**src/rtl/stop_entry_pkg.sv**
```systemverilog
package stop_entry_pkg;

  localparam int MODE_W = 3;
  localparam int N_WAKE = 6;
  localparam int SRC_W  = $clog2(N_WAKE + 1);

  // wake input index
  localparam int WK_RST = 0;
  localparam int WK_RTI = 1;
  localparam int WK_LVD = 2;
  localparam int WK_ADC = 3;
  localparam int WK_IRQ = 4;
  localparam int WK_KBD = 5;

  typedef enum logic [MODE_W-1:0] {
    MD_RUN    = 3'd0,
    MD_S3_DBG = 3'd1,
    MD_S3_REG = 3'd2,
    MD_S3     = 3'd3,
    MD_S2     = 3'd4,
    MD_S1     = 3'd5
  } stop_mode_e;

  typedef enum logic [1:0] {
    ST_RUN  = 2'd0,
    ST_STOP = 2'd1,
    ST_WAKE = 2'd2
  } seq_state_e;

  typedef struct packed {
    logic stop_en;
    logic dbg_en;
    logic lvd_en;
    logic lvd_stop_en;
    logic pwr_down;
    logic part_pwr_down;
  } stop_cfg_t;

  // priority decision over the enables; MD_RUN means stop is not permitted
  function automatic stop_mode_e resolve_mode(stop_cfg_t c);
    stop_mode_e m;
    if (!c.stop_en)                     m = MD_RUN;
    else if (c.dbg_en)                  m = MD_S3_DBG;
    else if (c.lvd_en && c.lvd_stop_en) m = MD_S3_REG;
    else if (!c.pwr_down)               m = MD_S3;
    else if (c.part_pwr_down)           m = MD_S2;
    else                                m = MD_S1;
    return m;
  endfunction

  function automatic logic is_stop3(stop_mode_e m);
    return (m == MD_S3_DBG) || (m == MD_S3_REG) || (m == MD_S3);
  endfunction

  // which wake inputs a given level listens to
  function automatic logic [N_WAKE-1:0] accept_mask(stop_mode_e m, logic rti_live);
    logic [N_WAKE-1:0] k;
    k = '0;
    k[WK_RST] = 1'b1;
    k[WK_IRQ] = 1'b1;
    if (is_stop3(m)) begin
      k[WK_LVD] = 1'b1;
      k[WK_ADC] = 1'b1;
      k[WK_KBD] = 1'b1;
    end
    k[WK_RTI] = rti_live && (m != MD_S1);
    return k;
  endfunction

  // lowest index wins; code is index+1, 0 when nothing pending
  function automatic logic [SRC_W-1:0] pick_src(logic [N_WAKE-1:0] req);
    logic [SRC_W-1:0] s;
    s = '0;
    for (int i = N_WAKE - 1; i >= 0; i--) begin
      if (req[i]) s = SRC_W'(i + 1);
    end
    return s;
  endfunction

  function automatic logic via_reset_vec(stop_mode_e m, logic [SRC_W-1:0] s);
    return (s == SRC_W'(WK_RST + 1)) || (m == MD_S2) || (m == MD_S1);
  endfunction

endpackage

```
**src/rtl/stop_mode_resolve.sv**
```systemverilog
module stop_mode_resolve
  import stop_entry_pkg::*;
(
  input  logic       stop_en,
  input  logic       dbg_en,
  input  logic       lvd_en,
  input  logic       lvd_stop_en,
  input  logic       pwr_down,
  input  logic       part_pwr_down,
  output stop_mode_e mode_o,
  output logic       illegal_o
);

  stop_cfg_t cfg;

  always_comb begin
    cfg.stop_en       = stop_en;
    cfg.dbg_en        = dbg_en;
    cfg.lvd_en        = lvd_en;
    cfg.lvd_stop_en   = lvd_stop_en;
    cfg.pwr_down      = pwr_down;
    cfg.part_pwr_down = part_pwr_down;
  end

  assign mode_o    = resolve_mode(cfg);
  assign illegal_o = (mode_o == MD_RUN);

endmodule

```
**src/rtl/stop_wake_arb.sv**
```systemverilog
module stop_wake_arb
  import stop_entry_pkg::*;
#(
  parameter int NW = N_WAKE,
  parameter int SW = SRC_W
) (
  input  logic [NW-1:0] req_i,
  input  logic [NW-1:0] mask_i,
  output logic          hit_o,
  output logic [SW-1:0] src_o
);

  logic [NW-1:0] live;

  for (genvar g = 0; g < NW; g++) begin : g_gate
    assign live[g] = req_i[g] & mask_i[g];
  end

  assign hit_o = |live;
  assign src_o = SW'(pick_src(N_WAKE'(live)));

endmodule

```
**src/rtl/stop_seq_fsm.sv**
```systemverilog
module stop_seq_fsm
  import stop_entry_pkg::*;
#(
  parameter int SW = SRC_W
) (
  input  logic          clk,
  input  logic          rst_n,
  input  logic          stop_req,
  input  stop_mode_e    mode_in,
  input  logic          illegal_in,
  input  logic          lcd_in,
  input  logic          rti_nz_in,
  input  logic          wake_hit,
  input  logic [SW-1:0] wake_code,
  output seq_state_e    state_o,
  output stop_mode_e    mode_q_o,
  output logic          lcd_q_o,
  output logic          rti_q_o,
  output logic          illegal_q_o,
  output logic [SW-1:0] src_q_o,
  output logic          rvec_q_o,
  output logic          enter_stop_o
);

  seq_state_e    state;
  stop_mode_e    mode_q;
  logic          lcd_q, rti_q, illegal_q, rvec_q;
  logic [SW-1:0] src_q;
  logic          enter_stop, raise_illegal, take_wake;

  assign enter_stop    = (state == ST_RUN) && stop_req && !illegal_in;
  assign raise_illegal = (state == ST_RUN) && stop_req && illegal_in;
  assign take_wake     = (state == ST_STOP) && wake_hit;

  always_ff @(posedge clk or negedge rst_n) begin
    if (!rst_n) begin
      state     <= ST_RUN;
      mode_q    <= MD_RUN;
      lcd_q     <= 1'b0;
      rti_q     <= 1'b0;
      illegal_q <= 1'b0;
      src_q     <= '0;
      rvec_q    <= 1'b0;
    end else begin
      illegal_q <= raise_illegal;
      unique case (state)
        ST_RUN: begin
          if (enter_stop) begin
            state  <= ST_STOP;
            mode_q <= mode_in;
            lcd_q  <= lcd_in;
            rti_q  <= rti_nz_in;
          end
        end
        ST_STOP: begin
          if (take_wake) begin
            state  <= ST_WAKE;
            src_q  <= wake_code;
            rvec_q <= via_reset_vec(mode_q, SRC_W'(wake_code));
          end
        end
        ST_WAKE: begin
          state  <= ST_RUN;
          mode_q <= MD_RUN;
          lcd_q  <= 1'b0;
          src_q  <= '0;
          rvec_q <= 1'b0;
        end
        default: state <= ST_RUN;
      endcase
    end
  end

  assign state_o      = state;
  assign mode_q_o     = mode_q;
  assign lcd_q_o      = lcd_q;
  assign rti_q_o      = rti_q;
  assign illegal_q_o  = illegal_q;
  assign src_q_o      = src_q;
  assign rvec_q_o     = rvec_q;
  assign enter_stop_o = enter_stop;

endmodule

```
**src/rtl/stop_entry_ctrl.sv**
```systemverilog
module stop_entry_ctrl
  import stop_entry_pkg::*;
#(
  parameter int RTI_W = 3
) (
  input  logic             clk,
  input  logic             rst_n,
  input  logic             stop_req,
  input  logic             stop_en,
  input  logic             dbg_en,
  input  logic             lvd_en,
  input  logic             lvd_stop_en,
  input  logic             pwr_down,
  input  logic             part_pwr_down,
  input  logic [RTI_W-1:0] rti_sel,
  input  logic             lcd_s3_en,
  input  logic             reset_pin,
  input  logic             rti_tick,
  input  logic             lvd_irq,
  input  logic             adc_irq,
  input  logic             ext_irq,
  input  logic             kbd_irq,
  output logic             cpu_clk_en,
  output logic             bus_clk_en,
  output logic             ref_clk_keep,
  output logic             reg_keep,
  output logic             lcd_keep,
  output logic             rti_osc_en,
  output logic             illegal_rst,
  output logic [MODE_W-1:0] stop_mode,
  output logic             wake_pulse,
  output logic [SRC_W-1:0] wake_src,
  output logic             wake_rst_vec
);

  stop_mode_e       req_mode, mode_q;
  logic             req_illegal;
  seq_state_e       state;
  logic             lcd_q, rti_q, illegal_q, rvec_q;
  logic [SRC_W-1:0] src_q, wake_code;
  logic [N_WAKE-1:0] wake_req, wake_mask;
  logic             wake_hit, enter_stop, stopped, rti_live;

  assign rti_live = (rti_sel != '0);

  stop_mode_resolve u_resolve (
    .stop_en       (stop_en),
    .dbg_en        (dbg_en),
    .lvd_en        (lvd_en),
    .lvd_stop_en   (lvd_stop_en),
    .pwr_down      (pwr_down),
    .part_pwr_down (part_pwr_down),
    .mode_o        (req_mode),
    .illegal_o     (req_illegal)
  );

  always_comb begin
    wake_req         = '0;
    wake_req[WK_RST] = reset_pin;
    wake_req[WK_RTI] = rti_tick;
    wake_req[WK_LVD] = lvd_irq;
    wake_req[WK_ADC] = adc_irq;
    wake_req[WK_IRQ] = ext_irq;
    wake_req[WK_KBD] = kbd_irq;
  end

  assign wake_mask = accept_mask(mode_q, rti_q);

  stop_wake_arb u_arb (
    .req_i  (wake_req),
    .mask_i (wake_mask),
    .hit_o  (wake_hit),
    .src_o  (wake_code)
  );

  stop_seq_fsm u_fsm (
    .clk          (clk),
    .rst_n        (rst_n),
    .stop_req     (stop_req),
    .mode_in      (req_mode),
    .illegal_in   (req_illegal),
    .lcd_in       (lcd_s3_en),
    .rti_nz_in    (rti_live),
    .wake_hit     (wake_hit),
    .wake_code    (wake_code),
    .state_o      (state),
    .mode_q_o     (mode_q),
    .lcd_q_o      (lcd_q),
    .rti_q_o      (rti_q),
    .illegal_q_o  (illegal_q),
    .src_q_o      (src_q),
    .rvec_q_o     (rvec_q),
    .enter_stop_o (enter_stop)
  );

  assign stopped      = (state != ST_RUN);
  assign cpu_clk_en   = !stopped;
  assign bus_clk_en   = !stopped;
  assign ref_clk_keep = stopped && (mode_q == MD_S3_DBG);
  assign reg_keep     = stopped && ((mode_q == MD_S3_DBG) || (mode_q == MD_S3_REG));
  assign lcd_keep     = stopped && lcd_q && is_stop3(mode_q);
  assign rti_osc_en   = stopped ? rti_q : rti_live;
  assign illegal_rst  = illegal_q;
  assign stop_mode    = mode_q;
  assign wake_pulse   = (state == ST_WAKE);
  assign wake_src     = src_q;
  assign wake_rst_vec = rvec_q;

endmodule

```
**config.mk**
```make
export PLATFORM = sky130hd
export DESIGN_NAME = stop_entry_ctrl
export DESIGN_NICKNAME = d
export VERILOG_FILES = /design/src/rtl/stop_entry_pkg.sv /design/src/rtl/stop_mode_resolve.sv /design/src/rtl/stop_wake_arb.sv /design/src/rtl/stop_seq_fsm.sv /design/src/rtl/stop_entry_ctrl.sv
export SDC_FILE = /design/constraint.sdc
export NUM_CORES = 1
export LEC_CHECK = 0
export BUFFER_PORTS_ARGS = -buffer_cell sky130_fd_sc_hd__buf_2
export CAP_MARGIN = 20
export CORE_MARGIN = 2
export CORE_UTILIZATION = 48
export CTS_BUF_LIST = sky130_fd_sc_hd__clkbuf_8
export DETAILED_ROUTE_END_ITERATION = 10
export PLACE_DENSITY = 0.91
export SETUP_SLACK_MARGIN = 0.5
export SLEW_MARGIN = 5
export SYNTH_ARGS = -nofsm -noshare
export SYNTH_HDL_FRONTEND = slang
export SYNTH_HIERARCHICAL = 1
export SYNTH_SLANG_ARGS = --single-unit
```
**constraint.sdc**
```tcl
create_clock -name clk -period 1.9 [get_ports clk]
set_input_delay 0.095 -clock clk [delete_from_list [all_inputs] [get_ports clk]]
set_output_delay 0.095 -clock clk [all_outputs]
set_load 0.01 [all_outputs]
```
==> run_results.csv, run 1 <==
group,metric,value,unit
timing,hold_violations,0,
global_route,grt_remaining_overflow,0,
logic_synthesis,synthAdderAreaFrac,0,%
layout,antenna_cells,0,
routing,routed.top_layer,"met4",
floorplanning,die_h,45.0,um
critical_path,critPathKind,"reg2reg",
clock_network,tritoncts,"done",
floorplanning,start_util,52.4,%
routing,ant_nets,0,
logic_synthesis,syn-cell-area,807,um2
timing,period_share,90.5,%
logic_synthesis,yosysTopAreaCell,"dfrtp_1",
routing,viasPerCell,6.11,
worst_hold_path,min_path_type,"in2reg",
logic_synthesis,synth-seq-cells,12,
clock_network,clk_pin_slew,0.06,ns
pwr,leakage,0.611,nW
job,cap_violations,0,
place,dpl_cell_area,1010,um2
logic_synthesis,synth_xor_area_share,1.09,%
timing,fin_setup_tns,0,ns
floorplanning,die-area,2030,um2
logic_synthesis,synthTopCellsByCount,"15 x nand2_1, 12 x dfrtp_1, 8 x o21ai_1",
logic_synthesis,synth_area_leaders,"dfrtp_1 37%, nand2_1 7.0%, a22oi_1 5.6%",
routing,drc_errors,0,
pwr,ir_worst_vdd,0.825,mV
global_route,grt.total_usage,29.6,%
clock_network,root_buffer,"clkbuf_8",
critical_path,cp-start-kind,"flip-flop",
critical_path,critical_path_required,2.03,ns
global_route,grt_pass1_vias,922,
global_route,antenna_found_initial,0,
timing,min_period,1.72,ns
layout,fillers,90,
clock_network,htreeDepth,1,
logic_synthesis,async_reset_ff_share,100,%
critical_path,worst-path-max-fanout,5,
critical_path,end_kind,"flip-flop",
layout,seq_area,304,um2
layout,multi_input_area,557,um2
layout,area_growth_syn_to_layout,54.7,%
floorplanning,die_x,45.0,um
routing,drt_iter0_markers,44,
logic_synthesis,synth_compound_area_share,24.0,%
logic_synthesis,synthSimpleGateAreaFrac,28.2,%
routing,wirelength,2840,um
logic_synthesis,yosysMostFrequentCell,"nand2_1",
logic_synthesis,synth_top_family_by_area,"simple AND/OR/NAND/NOR gates",
timing,maxSlewViolCount,0,
logic_synthesis,postSynthAreaPerCell,9.07,um2
logic_synthesis,synth_cells,89,
timing,skew,0.00216,ns
global_route,grt_pass1_wl,4240,um
floorplanning,core-area,1540,um2
floorplanning,ios,34,
routing,wire_per_inst,18.1,um
timing,fmax,0.581,GHz
pwr,powerDensity,1450,nW/um2
logic_synthesis,synth_top_area_share,37.2,%
logic_synthesis,synthMuxAreaShare,3.72,%
place,place.gp.congestion,0.803,
timing,rsz0062_at_grt,"yes",
routing,wl_met1,1120,um
place,port-buffer-count,33,
routing,wl_met3,156,um
routing,wl_met2,1480,um
layout,drive_gt1_share,56.7,%
logic_synthesis,synth_ff_type,"dfrtp_1",
routing,dr_total_vias,959,
place,dp_hpwl,1610,um
logic_synthesis,synth_edf_count,0,
critical_path,crit_arrival,1.85,ns
clock_network,cts_num_sinks,12,
routing,first_pass_iters,4,
clock_network,numCtsBuffers,3,
timing,setup_viol,0,
global_route,grt_max_degree,17,
floorplanning,rows,14,
logic_synthesis,yosysUniqueCellTypes,35,
layout,fin_nets,161,
logic_synthesis,ys_warn_count,6,
clock_network,clock_path_buffers,2,
outcome,status,"finished clean",
logic_synthesis,ys_seq_area_share,37.2,%
clock_network,clk_latency,0.24,ns
layout,final_area,1250,um2
cell type report:
class,instances,share of cell area [%]
inverter,5,1.50
clock buffer,4,4.41
sequential,12,24.3
tap,16,1.60
multi-input combinational,71,44.6
timing repair buffer,49,23.5
logic make-up (layout without fill, tap and decap cells):
kind of cell,after synthesis,in the layout
simple gates,38,38
compound gates,27,27
flops,12,12
buf+inv,8,58
mux,2,2
other cells,1,3
xor+xnor,1,1
sequential cells by signal, indices dropped and copies added, names as in the netlist:
| signal | cells |
|---|---|
| u_fsm/rti_q_o | 1 |
| u_fsm/illegal_q_o | 1 |
| u_fsm/mode_q_o | 3 |
| u_fsm/rvec_q_o | 1 |
| u_fsm/src_q_o | 3 |
| u_fsm/state_o | 2 |
| u_fsm/lcd_q_o | 1 |
power by group:
group	internal (W)	leakage, nW	switching (W)
registers	0.000354	0.150	0.000108
logic	0.000499	0.432	0.000563
clock network	0.000183	0.0288	0.0000998
total	0.00104	0.611	0.000771
cell usage in the layout, fill, tap and decap left out, drive strengths merged, types with 2 or more instances in the layout:
cell	Yosys	layout
a21oi	2	2
a22o	3	3
a22oi	7	7
buf	3	48
clkbuf	0	4
conb	1	3
dfrtp	12	12
inv	5	5
mux2	2	2
nand2	17	17
nand3	3	3
nand4	2	2
nor2	3	3
nor2b	2	2
nor3	3	3
nor3b	2	2
nor4b	2	2
o21ai	10	10
through the flow:
step	hold WS (ns)	utilization (%)	power, W	instances	setup slack [ns]
after floorplan	-0.201	-	0.000940	91	0.372
after global placement	-0.0168	65.7	0.00112	139	0.307
after detailed placement	-0.00786	65.7	0.00116	139	0.204
after CTS	0.111	75.7	0.00161	152	0.241
after global routing	0.113	81.0	0.00190	157	0.153
final	0.106	81.0	0.00181	157	0.180
final timing paths:
check	start	to	slack, ns	cells past startpoint
max	u_fsm/mode_q_o[0]	u_fsm/src_q_o[2]	0.18	9
min in group asynchronous	rst_n	u_fsm/state_o[0]	0.26	2
min reg2reg	u_fsm/src_q_o[2]	u_fsm/src_q_o[2]	0.54	1
min	stop_req	u_fsm/illegal_q_o	0.11	3
max reg2reg	u_fsm/mode_q_o[0]	u_fsm/src_q_o[2]	0.18	9
max in group asynchronous	rst_n	u_fsm/mode_q_o[2]	1.40	2
worst max-delay path: stages, from the launching register on:
cell	delay, ns
dfrtp_2	0.43
nor2_4	0.15
nor2_4	0.06
buf_4	0.14
nand2_1	0.11
nand4_1	0.19
buf_4	0.20
nand2_2	0.06
o21ai_1	0.06
a22o_1	0.21
routing by layer:
metal / up-vias / GRT usage, %
li1: 423 / -
met1: 461 / 39.3
met2: 61 / 46.0
met3: 14 / 5.60
met4: 0 / 14.7
met5: - / 0
what timing repair did:
item                                   4_1_cts  5_1_grt
hold buffers                                 1        0
buffers inserted                             8        5
resized for setup                            7        8
pin swaps                                    7        5
setup endpoints to repair                    7       12
endpoints found under the hold margin       12        0
(Power assumes the default switching activity.)
==> run 2, diff against run 1 <==
Settings changed: CORE_UTILIZATION 48 to 50, PLACE_DENSITY 0.91 to 0.94.
Clock period 1.9 ns to 2.1 ns, I/O delays scaled along.
==> run 2 against run 1 <==
Sequential power down 8.4%. First-iteration DRC count is 36% lower. Design area shrank 5.2%. Combinational power fell by 20%. Clock power is 12% lower. Routed wire length fell by 16%. Worst hold slack improved by 0.014 ns. Utilization fell by 2.4 points.
==> run_results.csv, run 2 (synthesis gave the netlist of run 1 again) <==
group,metric,value,unit
clock_network,tritoncts,"done",
critical_path,crit_chain,"nor2_4, nor2_4, buf_4, nand2_2, nand4_1, and3b_2, o21ai_1, o21ai_1",
pwr,leakage,0.583,nW
critical_path,max_stage_delay,0.43,ns
routing,wirelength,2380,um
routing,dr_total_vias,861,
clock_network,cts_num_sinks,12,
job,cap_violations,0,
global_route,grt_max_degree,17,
layout,area_growth_syn_to_layout,46.7,%
pwr,finalPower,0.00152,W
routing,viasPerCell,5.59,
routing,routed.top_layer,"met4",
routing,drt_iter0_markers,28,
pwr,powerDensity,1280,nW/um2
critical_path,r2r_slack,0.33,ns
pwr,pwr-share-seq,27.9,%
timing,skew,0.00112,ns
critical_path,cpLargestDelayFamily,"simple AND/OR/NAND/NOR gates",
floorplanning,rows,14,
layout,fin_nets,158,
critical_path,critPathBufInv,1,
floorplanning,ios,34,
layout,fillers,96,
clock_network,clk_pin_slew,0.05,ns
routing,wl_met3,78,um
routing,wl_met2,1270,um
floorplanning,die_h,44.2,um
floorplanning,die_x,44.2,um
clock_network,clk_latency,0.24,ns
timing,rsz0062_at_grt,"yes",
pwr,ir_worst_vdd,0.858,mV
pwr,p_switching,0.000631,W
timing,period_share,84.1,%
pwr,p_int,0.000886,W
timing,relSlewSlack,65.5,%
pwr,p_sw_share,41.6,%
critical_path,cp-start-kind,"flip-flop",
layout,antenna_cells,0,
layout,final_cell_mix,"33 x buf_2, 14 x nand2_1, 12 x buf_4",
timing,worst_slew_pin_slew,0.511,ns
floorplanning,die-area,1950,um2
global_route,grt.total_usage,26.8,%
place,dp_hpwl,1530,um
global_route,grt_pass1_vias,870,
place,port-buffer-count,33,
place,place.gp.congestion,0.794,
timing,min_period,1.77,ns
critical_path,worst-path-max-fanout,6,
outcome,status,"finished clean",
global_route,grt_remaining_overflow,0,
global_route,antenna_found_initial,0,
pwr,clkPwrFrac,16.4,%
routing,wl_met1,972,um
layout,final_common_cell,"buf_2",
clock_network,htreeDepth,1,
worst_hold_path,min_path_type,"in2reg",
pwr,combPwrFrac,55.7,%
clock_network,clock_path_buffers,2,
routing,wire_per_inst,15.4,um
global_route,grt_pass1_wl,3800,um
floorplanning,core-area,1510,um2
critical_path,crit_arrival,1.89,ns
timing,fin_setup_tns,0,ns
layout,drive_gt1_share,54.3,%
critical_path,worst_path_max_delay_cell,"dfrtp_2",
routing,first_pass_iters,4,
timing,hold_violations,0,
floorplanning,start_util,53.6,%
critical_path,end_kind,"flip-flop",
critical_path,critPathKind,"reg2reg",
timing,setup_viol,0,
clock_network,root_buffer,"clkbuf_8",
routing,ant_nets,0,
timing,fmax,0.566,GHz
routing,drc_errors,0,
timing,maxSlewViolCount,0,
critical_path,critical_path_required,2.22,ns
clock_network,numCtsBuffers,3,
-- run 2: repair_timing --
action,CTS,global route
buffers inserted,9,1
endpoints found under the hold margin,12,0
pin swaps,9,9
gates cloned,0,0
hold buffers,1,0
resized for setup,8,5
endpoints found under the setup margin,5,8
-- run 2: worst reg2reg max path, stage by stage (launching register included) --
cell and delay [ns]:
dfrtp_2 0.43, nor2_4 0.15, nor2_4 0.07, buf_4 0.16, nand2_2 0.06, nand4_1 0.28, and3b_2 0.35, o21ai_1 0.07
o21ai_1 0.08
-- run 2: metrics by stage --
step / util, % / setup slack (ns) / instances / instance area [um2] / hold slack, ns
2_1_floorplan: - / 0.513 / 91 / 825 / -0.191
3_3_place_gp: 66.4 / 0.450 / 139 / 1000 / -0.0101
4_1_cts: 77.1 / 0.450 / 153 / 1160 / 0.121
3_5_place_dp: 66.4 / 0.313 / 139 / 1000 / -0.00565
6_report: 78.6 / 0.335 / 154 / 1180 / 0.121
5_1_grt: 78.6 / 0.294 / 154 / 1180 / 0.146
-- run 2: worst paths after layout --
kind | from | end | depth (start not counted)
max | u_fsm/mode_q_o[1] | u_fsm/rvec_q_o | 8
min | stop_req | u_fsm/illegal_q_o | 3
max reg2reg | u_fsm/mode_q_o[1] | u_fsm/rvec_q_o | 8
min reg2reg | u_fsm/src_q_o[2] | u_fsm/src_q_o[2] | 1
max in group asynchronous | rst_n | u_fsm/mode_q_o[2] | 2
min in group asynchronous | rst_n | u_fsm/mode_q_o[0] | 2
-- run 2: power by group through the flow --
| stage | combinational, W | sequential, W | clock, W |
|---|---|---|---|
| after floorplan | 0.000382 | 0.000442 | 0 |
| after global placement | 0.000580 | 0.000411 | 0 |
| after detailed placement | 0.000604 | 0.000419 | 0 |
| after CTS | 0.000779 | 0.000414 | 0.000253 |
| after global routing | 0.000910 | 0.000433 | 0.000263 |
| final | 0.000845 | 0.000423 | 0.000250 |
-- run 2: routing by layer --
layer / track usage, % / up-vias
met3: 2.04 / 6
met2: 49.1 / 27
met4: 12.1 / 0
met5: 0 / -
met1: 31.7 / 403
li1: - / 425
-- run 2: cell type report --
type                            instances  area [um2]  share of cell area [%]
Multi-Input combinational cell         71         520                    44.0
Sequential cell                        12         304                    25.7
Timing Repair Buffer                   46         265                    22.4
Clock buffer                            4        55.1                    4.65
Tap cell                               16        20.0                    1.69
Inverter                                5        18.8                    1.59
